### src/rtl/rtc_alarm_pkg.sv
package rtc_alarm_pkg;
   localparam int NUM_ALARMS = 2;
   localparam int NUM_FIELDS = 6;
   localparam int BYTE_W     = 8;
   localparam int CTRL_OFS   = NUM_ALARMS * NUM_FIELDS;
   localparam int CLR_OFS    = CTRL_OFS + 1;

   // control byte bit positions
   localparam int CB_PULSE   = 2;
   localparam int CB_SEL_LO  = 4;

   typedef logic [NUM_FIELDS-1:0][BYTE_W-1:0] cal_t;

   typedef enum logic [1:0] {
      PIN_ALARM = 2'd0,
      PIN_PASS  = 2'd1,
      PIN_FAST  = 2'd2,
      PIN_SLOW  = 2'd3
   } pin_sel_e;
endpackage

### src/rtl/rtc_alarm_cmp.sv
module rtc_alarm_cmp
   import rtc_alarm_pkg::*;
(
   input  logic clk,
   input  logic rst,
   input  logic sec_tick,
   input  cal_t alarm_i,
   input  cal_t now_i,
   output logic event_o
);
   logic any_en;
   logic all_eq;
   logic match_now;
   logic match_prev_q;

   always_comb begin
      any_en = 1'b0;
      all_eq = 1'b1;
      for (int f = 0; f < NUM_FIELDS; f++) begin
         if (alarm_i[f][BYTE_W-1]) begin
            any_en = 1'b1;
            if (alarm_i[f][BYTE_W-2:0] != now_i[f][BYTE_W-2:0]) all_eq = 1'b0;
         end
      end
      match_now = any_en & all_eq;
   end

   always_ff @(posedge clk) begin
      if (rst)           match_prev_q <= 1'b0;
      else if (sec_tick) match_prev_q <= match_now;
   end

   assign event_o = sec_tick & match_now & ~match_prev_q;
endmodule

### src/rtl/rtc_alarm_clkdiv.sv
module rtc_alarm_clkdiv #(
   parameter int DIV_FAST_LOG2 = 3,
   parameter int DIV_SLOW_LOG2 = 15
) (
   input  logic clk,
   input  logic rst,
   input  logic osc_in,
   output logic osc_rise_o,
   output logic pass_o,
   output logic fast_o,
   output logic slow_o
);
   logic                     osc_q;
   logic                     osc_q2;
   logic [DIV_SLOW_LOG2-1:0] cnt_q;

   assign osc_rise_o = osc_q & ~osc_q2;

   always_ff @(posedge clk) begin
      if (rst) begin
         osc_q  <= 1'b0;
         osc_q2 <= 1'b0;
         cnt_q  <= '0;
      end else begin
         osc_q  <= osc_in;
         osc_q2 <= osc_q;
         if (osc_rise_o) cnt_q <= cnt_q + 1'b1;
      end
   end

   assign pass_o = osc_q;
   assign fast_o = cnt_q[DIV_FAST_LOG2-1];
   assign slow_o = cnt_q[DIV_SLOW_LOG2-1];
endmodule

### src/rtl/rtc_alarm_pin.sv
module rtc_alarm_pin
   import rtc_alarm_pkg::*;
#(
   parameter int DIV_FAST_LOG2 = 3
) (
   input  logic                  clk,
   input  logic                  rst,
   input  logic [NUM_ALARMS-1:0] evt_i,
   input  logic [NUM_ALARMS-1:0] int_en_i,
   input  logic                  pulse_mode_i,
   input  logic [NUM_ALARMS-1:0] clr_i,
   input  logic                  osc_rise_i,
   input  pin_sel_e              sel_i,
   input  logic                  pass_i,
   input  logic                  fast_i,
   input  logic                  slow_i,
   output logic [NUM_ALARMS-1:0] flag_o,
   output logic                  pin_n_o
);
   localparam int CNT_W = DIV_FAST_LOG2 + 1;
   localparam logic [CNT_W-1:0] PULSE_LEN = {1'b1, {DIV_FAST_LOG2{1'b0}}};

   logic [NUM_ALARMS-1:0] gated;
   logic [NUM_ALARMS-1:0] flag_q;
   logic [CNT_W-1:0]      pulse_q;
   logic                  alarm_on;

   assign gated = evt_i & int_en_i;

   always_ff @(posedge clk) begin
      if (rst) begin
         flag_q  <= '0;
         pulse_q <= '0;
      end else begin
         flag_q <= (flag_q & ~clr_i) | (pulse_mode_i ? '0 : gated);
         if (pulse_mode_i && (|gated))          pulse_q <= PULSE_LEN;
         else if (osc_rise_i && pulse_q != '0)  pulse_q <= pulse_q - 1'b1;
      end
   end

   assign alarm_on = pulse_mode_i ? (pulse_q != '0) : (|flag_q);
   assign flag_o   = flag_q;

   always_comb begin
      case (sel_i)
         PIN_ALARM: pin_n_o = ~alarm_on;
         PIN_PASS:  pin_n_o = pass_i;
         PIN_FAST:  pin_n_o = fast_i;
         default:   pin_n_o = slow_i;
      endcase
   end
endmodule

### src/rtl/rtc_alarm_irq.sv
module rtc_alarm_irq
   import rtc_alarm_pkg::*;
#(
   parameter int ADDR_W        = 4,
   parameter int DIV_FAST_LOG2 = 3,
   parameter int DIV_SLOW_LOG2 = 15
) (
   input  logic              clk,
   input  logic              rst,
   input  logic              osc_in,
   input  logic              sec_tick,
   input  logic [7:0]        tm_sec,
   input  logic [7:0]        tm_min,
   input  logic [7:0]        tm_hour,
   input  logic [7:0]        tm_date,
   input  logic [7:0]        tm_month,
   input  logic [7:0]        tm_wday,
   input  logic              wr_en,
   input  logic [ADDR_W-1:0] wr_addr,
   input  logic [7:0]        wr_data,
   output logic              irq_fout_n,
   output logic [1:0]        alm_flag
);
   localparam logic [ADDR_W-1:0] CTRL_A = ADDR_W'(CTRL_OFS);
   localparam logic [ADDR_W-1:0] CLR_A  = ADDR_W'(CLR_OFS);

   if (DIV_FAST_LOG2 < 1) begin : g_bad_fast
      $error("DIV_FAST_LOG2 must be at least 1");
   end
   if (DIV_SLOW_LOG2 <= DIV_FAST_LOG2) begin : g_bad_slow
      $error("DIV_SLOW_LOG2 must exceed DIV_FAST_LOG2");
   end
   if ((1 << ADDR_W) <= CLR_OFS) begin : g_bad_addr
      $error("ADDR_W too narrow for the register map");
   end

   cal_t                  alm_q [NUM_ALARMS];
   logic [BYTE_W-1:0]     ctrl_q;
   cal_t                  now_t;
   logic [NUM_ALARMS-1:0] evt;
   logic [NUM_ALARMS-1:0] clr_stb;
   logic                  osc_rise, clk_pass, clk_fast, clk_slow;

   assign now_t = {tm_wday, tm_month, tm_date, tm_hour, tm_min, tm_sec};

   always_ff @(posedge clk) begin
      if (rst) begin
         for (int k = 0; k < NUM_ALARMS; k++) alm_q[k] <= '0;
         ctrl_q <= '0;
      end else if (wr_en) begin
         for (int k = 0; k < NUM_ALARMS; k++)
            for (int f = 0; f < NUM_FIELDS; f++)
               if (wr_addr == ADDR_W'(k * NUM_FIELDS + f)) alm_q[k][f] <= wr_data;
         if (wr_addr == CTRL_A) ctrl_q <= wr_data;
      end
   end

   assign clr_stb = (wr_en && wr_addr == CLR_A) ? wr_data[NUM_ALARMS-1:0] : '0;

   for (genvar k = 0; k < NUM_ALARMS; k++) begin : g_alarm
      rtc_alarm_cmp u_cmp (
         .clk     (clk),
         .rst     (rst),
         .sec_tick(sec_tick),
         .alarm_i (alm_q[k]),
         .now_i   (now_t),
         .event_o (evt[k])
      );
   end

   rtc_alarm_clkdiv #(
      .DIV_FAST_LOG2(DIV_FAST_LOG2),
      .DIV_SLOW_LOG2(DIV_SLOW_LOG2)
   ) u_div (
      .clk       (clk),
      .rst       (rst),
      .osc_in    (osc_in),
      .osc_rise_o(osc_rise),
      .pass_o    (clk_pass),
      .fast_o    (clk_fast),
      .slow_o    (clk_slow)
   );

   rtc_alarm_pin #(
      .DIV_FAST_LOG2(DIV_FAST_LOG2)
   ) u_pin (
      .clk         (clk),
      .rst         (rst),
      .evt_i       (evt),
      .int_en_i    (ctrl_q[NUM_ALARMS-1:0]),
      .pulse_mode_i(ctrl_q[CB_PULSE]),
      .clr_i       (clr_stb),
      .osc_rise_i  (osc_rise),
      .sel_i       (pin_sel_e'(ctrl_q[CB_SEL_LO+1:CB_SEL_LO])),
      .pass_i      (clk_pass),
      .fast_i      (clk_fast),
      .slow_i      (clk_slow),
      .flag_o      (alm_flag),
      .pin_n_o     (irq_fout_n)
   );
endmodule

### config.mk
export PLATFORM = sky130hd
export DESIGN_NAME = rtc_alarm_irq
export DESIGN_NICKNAME = d
export VERILOG_FILES = /design/src/rtl/rtc_alarm_pkg.sv /design/src/rtl/rtc_alarm_cmp.sv /design/src/rtl/rtc_alarm_clkdiv.sv /design/src/rtl/rtc_alarm_pin.sv /design/src/rtl/rtc_alarm_irq.sv
export SDC_FILE = /design/constraint.sdc
export NUM_CORES = 1
export LEC_CHECK = 0
export BUFFER_PORTS_ARGS = -buffer_cell sky130_fd_sc_hd__clkbuf_2
export CAP_MARGIN = 20
export CORE_MARGIN = 2
export CORE_UTILIZATION = 30
export CTS_CLUSTER_DIAMETER = 40
export DETAILED_ROUTE_END_ITERATION = 12
export SKIP_CTS_REPAIR_TIMING = 1
export SYNTH_ARGS = -nofsm -noshare
export SYNTH_HDL_FRONTEND = slang
export SYNTH_SLANG_ARGS = --single-unit
export TNS_END_PERCENT = 30
### constraint.sdc
create_clock -name clk -period 1.9 [get_ports clk]
set_clock_uncertainty 0.2 [all_clocks]
set_input_delay 0.38 -clock clk [delete_from_list [all_inputs] [get_ports clk]]
set_output_delay 0.38 -clock clk [all_outputs]
set_load 0.1 [all_outputs]
### After elaboration in Yosys (flattened, before gate mapping)

Memories as Yosys holds them, arrays and structs flattened.
Cells that the tools add are included.

| cells by class | value |
|---|---|
| shift operators | 0 |
| add/subtract/negate cells | 2 |
| reduce and logical (&&, ||, !) cells | 11 |
| $lt $le $gt $ge | 0 |
| bitwise gates (word level) | 27 |
| multipliers | 0 |
| equal/unequal tests | 27 |
| div/mod/pow operators | 0 |
| mux-type cells | 104 |

Operators by type and width:

| kind | number |
|---|---|
| $mux 8 | 12 |
| $mux 1 | 87 |
| $ne 7x7->1 | 12 |
| $eq 4x4->1 const B | 6 |
| $eq 4x3->1 const B | 4 |
| $add 15x1->15 const B | 1 |
| $or 1x1->1 | 12 |
| $eq 4x2->1 const B | 2 |
| $mux 4 | 2 |
| $and 1x1->1 | 7 |
| $reduce_or 2->1 | 3 |
| $and 2x2->2 | 2 |
| $eq 4x1->1 const B | 1 |
| $logic_not 4->1 | 1 |
| $mux 2 | 2 |
| $not 1->1 | 4 |
| $reduce_bool 4->1 | 1 |
| $sub 4x1->4 const B | 1 |
| $logic_and 1x1->1 | 3 |
| $pmux 1 s3 | 1 |
| $eq 2x1->1 const B | 1 |
| $eq 2x2->1 const B | 1 |
| $logic_not 2->1 | 1 |
| $not 2->2 | 1 |
| 3 further kinds | 3 |

| word-level totals | value |
|---|---|
| input bits | 65 |
| memories | 1 |
| word-level logic and storage cells | 181 |
| output and inout port bits | 3 |
| latch bits | 0 |
| memory bits (read-only) | 0 |
| bits in writable memories | 96 |
| register bits | 31 |

Memory list:

| name | words | width | rd ports | clocked after memory_dff | write ports | line | RTL |
|---|---|---|---|---|---|---|---|
| alm_q | 2 | 48 | 2 | 0 | 2 | rtc_alarm_irq.sv:37 | `cal_t alm_q [NUM_ALARMS];` |

### Logic depth before layout (Yosys ltp)

An unclocked memory read counts as a cell.

| logic depth | value |
|---|---|
| word-level depth | 21 |
| depth in mapped cells | 7 |

### Cells and area by module

From an unflattened synthesis, not the netlist that was laid out.

| second synthesis, totals | value |
|---|---|
| cell total of the unflattened synthesis | 452 |
| area total of the unflattened synthesis | 5818.1 µm² |

By module, submodules not included:

| module | cells each | sequential area each (µm²) | instances | area an instance (µm²) |
|---|---|---|---|---|
| rtc_alarm_irq | 202 | 2982.9 | 1 | 3619.7 |
| rtc_alarm_cmp | 64 | 20.0 | 2 | 538.0 |
| rtc_alarm_clkdiv | 85 | 340.3 | 1 | 772.0 |
| rtc_alarm_pin | 37 | 120.1 | 1 | 350.3 |

### Worst setup path after synthesis

No wires, ideal clock.

| timing path | value |
|---|---|
| path type | reg2out |
| start point | register u_pin.flag_q[1], in the netlist u_pin.flag_o[1] |
| end point | output irq_fout_n |
| buffers on the path | 0 |
| cell stages (with the launch flop) | 3 |
| data arrival time | 1832 ps |
| slack | -512 ps |
| cell sequence | dfxtp_1 -> o31ai_1 -> mux4_2 |

| between the ends | value |
|---|---|
| cells in the longest elaborated chain, start to end | 4 |

RTL lines:

| element | line | RTL |
|---|---|---|
| start, declared | rtc_alarm_pin.sv:24 | `logic [NUM_ALARMS-1:0] flag_q;` |
| start signal, assigned | rtc_alarm_pin.sv:35 | `flag_q <= (flag_q & ~clr_i) \| (pulse_mode_i ? '0 : gated);` |
| $reduce_or 2->1 | rtc_alarm_pin.sv:41 | `assign alarm_on = pulse_mode_i ? (pulse_q != '0) : (\|flag_q);` |
| $mux 1 | rtc_alarm_pin.sv:41 |  |
| $not 1->1 | rtc_alarm_pin.sv:46 | `PIN_ALARM: pin_n_o = ~alarm_on;` |
| $pmux 1 s3 | rtc_alarm_pin.sv:45 | `case (sel_i)` |
| end, declared | rtc_alarm_irq.sv:21 | `output logic irq_fout_n,` |

Every way passes these cells.

### Worst setup path after layout

| timing path | value |
|---|---|
| start point | register u_pin.pulse_q[1] |
| end point | output irq_fout_n |

| between the ends | value |
|---|---|
| cells in the longest elaborated chain, start to end | 4 |

RTL lines:

| element | line | RTL |
|---|---|---|
| start, declared | rtc_alarm_pin.sv:25 | `logic [CNT_W-1:0] pulse_q;` |
| start signal, assigned | rtc_alarm_pin.sv:37 | `else if (osc_rise_i && pulse_q != '0) pulse_q <= pulse_q - 1'b1;` |
| $reduce_bool 4->1 | rtc_alarm_pin.sv:41 |  |
| $mux 1 | rtc_alarm_pin.sv:41 |  |
| $not 1->1 | rtc_alarm_pin.sv:46 |  |
| $pmux 1 s3 | rtc_alarm_pin.sv:45 |  |

Every way passes these cells.

==> impl_metrics.toml <==
[cts]
clock_tree.htree_level_count = 4
insertion_delay_ns = 0.42
cts_tree = "yes"
clkSinkCount = 126
tritoncts.num_buffers = 17
cts_root_buf = "sky130_fd_sc_hd__clkbuf_16"
clkTransAtPathRegs_ns = 0.06
clk_path_buf_depth = 2

[timing]
period_needed_ns = 2.56
fmaxAchievable_ghz = 0.391
final-max-slew-violation-count = 0
worst-slew-pin-transition_ns = 0.586
finalCritPeriodShare_pct = 135
totalNegativeSetupSlack_ns = -2.77
grt_setup_unrepaired = "yes"
relSlewSlack_pct = 60.8
setup_violations = 8
hold_violations = 0
worst_slack_ns = -0.657

[die]
die-width_um = 141
io-pin-count = 68
die_h_um = 141
fp.dieArea_um2 = 20000
placeableCoreArea_um2 = 18600
floorplan.initialDensity_pct = 30.5
floorplan.rows = 50

[logic_synthesis]
ys_ff_latch = 126
synthDominantAreaCellType = "sky130_fd_sc_hd__edfxtp_1"
syn-num-nets = 505
yosys.area.top_type_share_pct = 51.0
synth-seq-area-share_pct = 61.6
yosysUniqueCellTypes = 39
synth-warning-count = 0
netlist_area_um2 = 5660
synth_cells = 437
postSynth.asyncResetShare_pct = 0
synthTopCellsByArea = "sky130_fd_sc_hd__edfxtp_1 (51%), sky130_fd_sc_hd__dfxtp_1 (11%), sky130_fd_sc_hd__xnor2_1 (9.0%)"
yosys_most_used_dff = "sky130_fd_sc_hd__edfxtp_1"
postSynthAreaPerCell_um2 = 12.9
post_synth_edffs = 96

[detailed_routing]
drcViolationCount = 0
routed-via-count = 3900
drtPass1Iterations = 5
post_drt_wl_per_cell_um = 17.4
drtIter0Drc = 219
routed_via_density = 4.67
postRouteAntennaNets = 0
detail_route.wirelength_um = 14500

[run_status]
status = "finished with violations"
failed_checks = "setup timing"

[pwr]
ir_drop_mv = 0.586
finalPower_mw = 6.77
power.static_leakage_nw = 2.90
power.density_nw_per_um2 = 886

[finish]
finalNetCount = 658
layout_common_cells = "sky130_fd_sc_hd__edfxtp_1 (96), sky130_fd_sc_hd__buf_4 (74), sky130_fd_sc_hd__clkbuf_2 (60)"
fillers = 1739
commonest_non_fill_non_tap_cell_in_the_layout = "sky130_fd_sc_hd__edfxtp_1"
count_of_antenna_diodes_in_the_layout = 0
postLayoutCoreUtil_pct = 41.1
final_design_area_no_fill_um2 = 7640
post_route_cells_drive_above_1_share_pct = 34.2
layout_overhead_on_the_synthesized_area_pct = 35.1

[grt]
maximum_number_of_pins_on_one_net_before_global_route_repair = 21
globalRouteOverflowTotal = 0
via_count_of_the_first_global_routing_pass = 4108
grt_first_pass_wirelength_um = 22400
number_of_antenna_violations_at_the_first_check_in_global_routing = 0
track_usage_pct = 15.0

[setup_path]
arrival_time_at_the_worst_endpoint_ns = 1.98
start_kind = "flip-flop"
critPathMaxFanout = 2
path_class = "reg2out"
setup.worst_path.end_class = "output pin"
cp.required_ns = 1.32

[place]
gpl.final_weighted_congestion = 0.850
detailed_place_hpwl_um = 10700
dpl_cell_area_um2 = 6950
numPortBuffers = 61

[run]
drv_cap = 0

[hold_path]
hold_path.class = "in2reg"
==> per-layer routing <==
layer | GRT usage, % | routed length [µm] | up-vias
met4 | 7.21 | 442 | 0
met1 | 17.7 | 5980 | 1897
li1 | - | - | 1870
met3 | 4.49 | 840 | 30
met5 | 0 | 0 | -
met2 | 25.1 | 7260 | 103
==> kinds of logic after synthesis <==
kind of cell	Yosys count	synth area share [%]
simple gates	156	15.2
mux	7	1.46
xor+xnor	101	15.6
buf+inv	13	0.862
flops	126	61.6
compound gates	31	4.60
fa+ha+maj	3	0.663
==> layout make-up <==
cell class | instances | area [µm²] | area share (%)
clock buffer | 17 | 425 | 5.57
tap | 234 | 293 | 3.83
inverter | 4 | 15.0 | 0.196
clock inverter | 14 | 100 | 1.31
multi-input combinational | 298 | 2290 | 30.0
sequential | 126 | 3490 | 45.7
timing repair buffer | 143 | 1030 | 13.4
==> critical path, stage by stage, from the launching register on <==
cell                      delay, ns
sky130_fd_sc_hd__dfxtp_2       0.34
sky130_fd_sc_hd__inv_2         0.05
sky130_fd_sc_hd__ha_4          0.15
sky130_fd_sc_hd__nor3b_4       0.15
sky130_fd_sc_hd__nand2_1       0.10
sky130_fd_sc_hd__o31ai_2       0.07
sky130_fd_sc_hd__mux4_2        0.50
sky130_fd_sc_hd__buf_12        0.19
==> power breakdown <==
| part | internal, mW | switching [mW] |
|---|---|---|
| clock | 1.65 | 1.20 |
| sequential | 3.12 | 0.0815 |
| combinational | 0.360 | 0.353 |
| total | 5.13 | 1.64 |
==> stage by stage <==
stage / hold WS (ns) / worst slack, ns / cells
after floorplan: 0.248 / -0.180 / 437
after global placement: 0.265 / -0.628 / 802
after detailed placement: 0.277 / -0.605 / 802
after CTS: -0.0336 / -0.625 / 833
after global routing: 0.232 / -0.720 / 836
final: 0.205 / -0.657 / 836
==> flip-flops by register name, summed over array words and instances, names as in the netlist <==
name,cells
u_pin.pulse_q,4
alm_q,96
u_div.pass_o,1
u_pin.flag_o,2
g_alarm.u_cmp.match_prev_q,2
u_div.osc_q2,1
u_div.cnt_q,15
ctrl_q,5
==> path summary, 6_finish.rpt <==
path                          from               end  slack (ns)  cells past startpoint
setup / recovery  u_pin.pulse_q[1]        irq_fout_n       -0.66                      7
hold / removal          wr_data[2]         ctrl_q[2]        0.20                      3
setup reg to reg      alm_q[1][44]  u_pin.pulse_q[0]       -0.37                      9
hold reg to reg       u_div.pass_o      u_div.osc_q2        0.28                      1
==> synth_stat cells (6+ instances only) <==
| cell | n |
|---|---|
| sky130_fd_sc_hd__xnor2_1 | 58 |
| sky130_fd_sc_hd__nor2b_1 | 8 |
| sky130_fd_sc_hd__and2_1 | 48 |
| sky130_fd_sc_hd__o41ai_1 | 10 |
| sky130_fd_sc_hd__nor2_1 | 32 |
| sky130_fd_sc_hd__xor2_1 | 43 |
| sky130_fd_sc_hd__nand4_1 | 18 |
| sky130_fd_sc_hd__edfxtp_1 | 96 |
| sky130_fd_sc_hd__mux2i_1 | 6 |
| sky130_fd_sc_hd__nand2_1 | 17 |
| sky130_fd_sc_hd__clkbuf_1 | 9 |
| sky130_fd_sc_hd__dfxtp_1 | 30 |
| sky130_fd_sc_hd__nor3_1 | 7 |
Power figures use the tool's default switching activity.
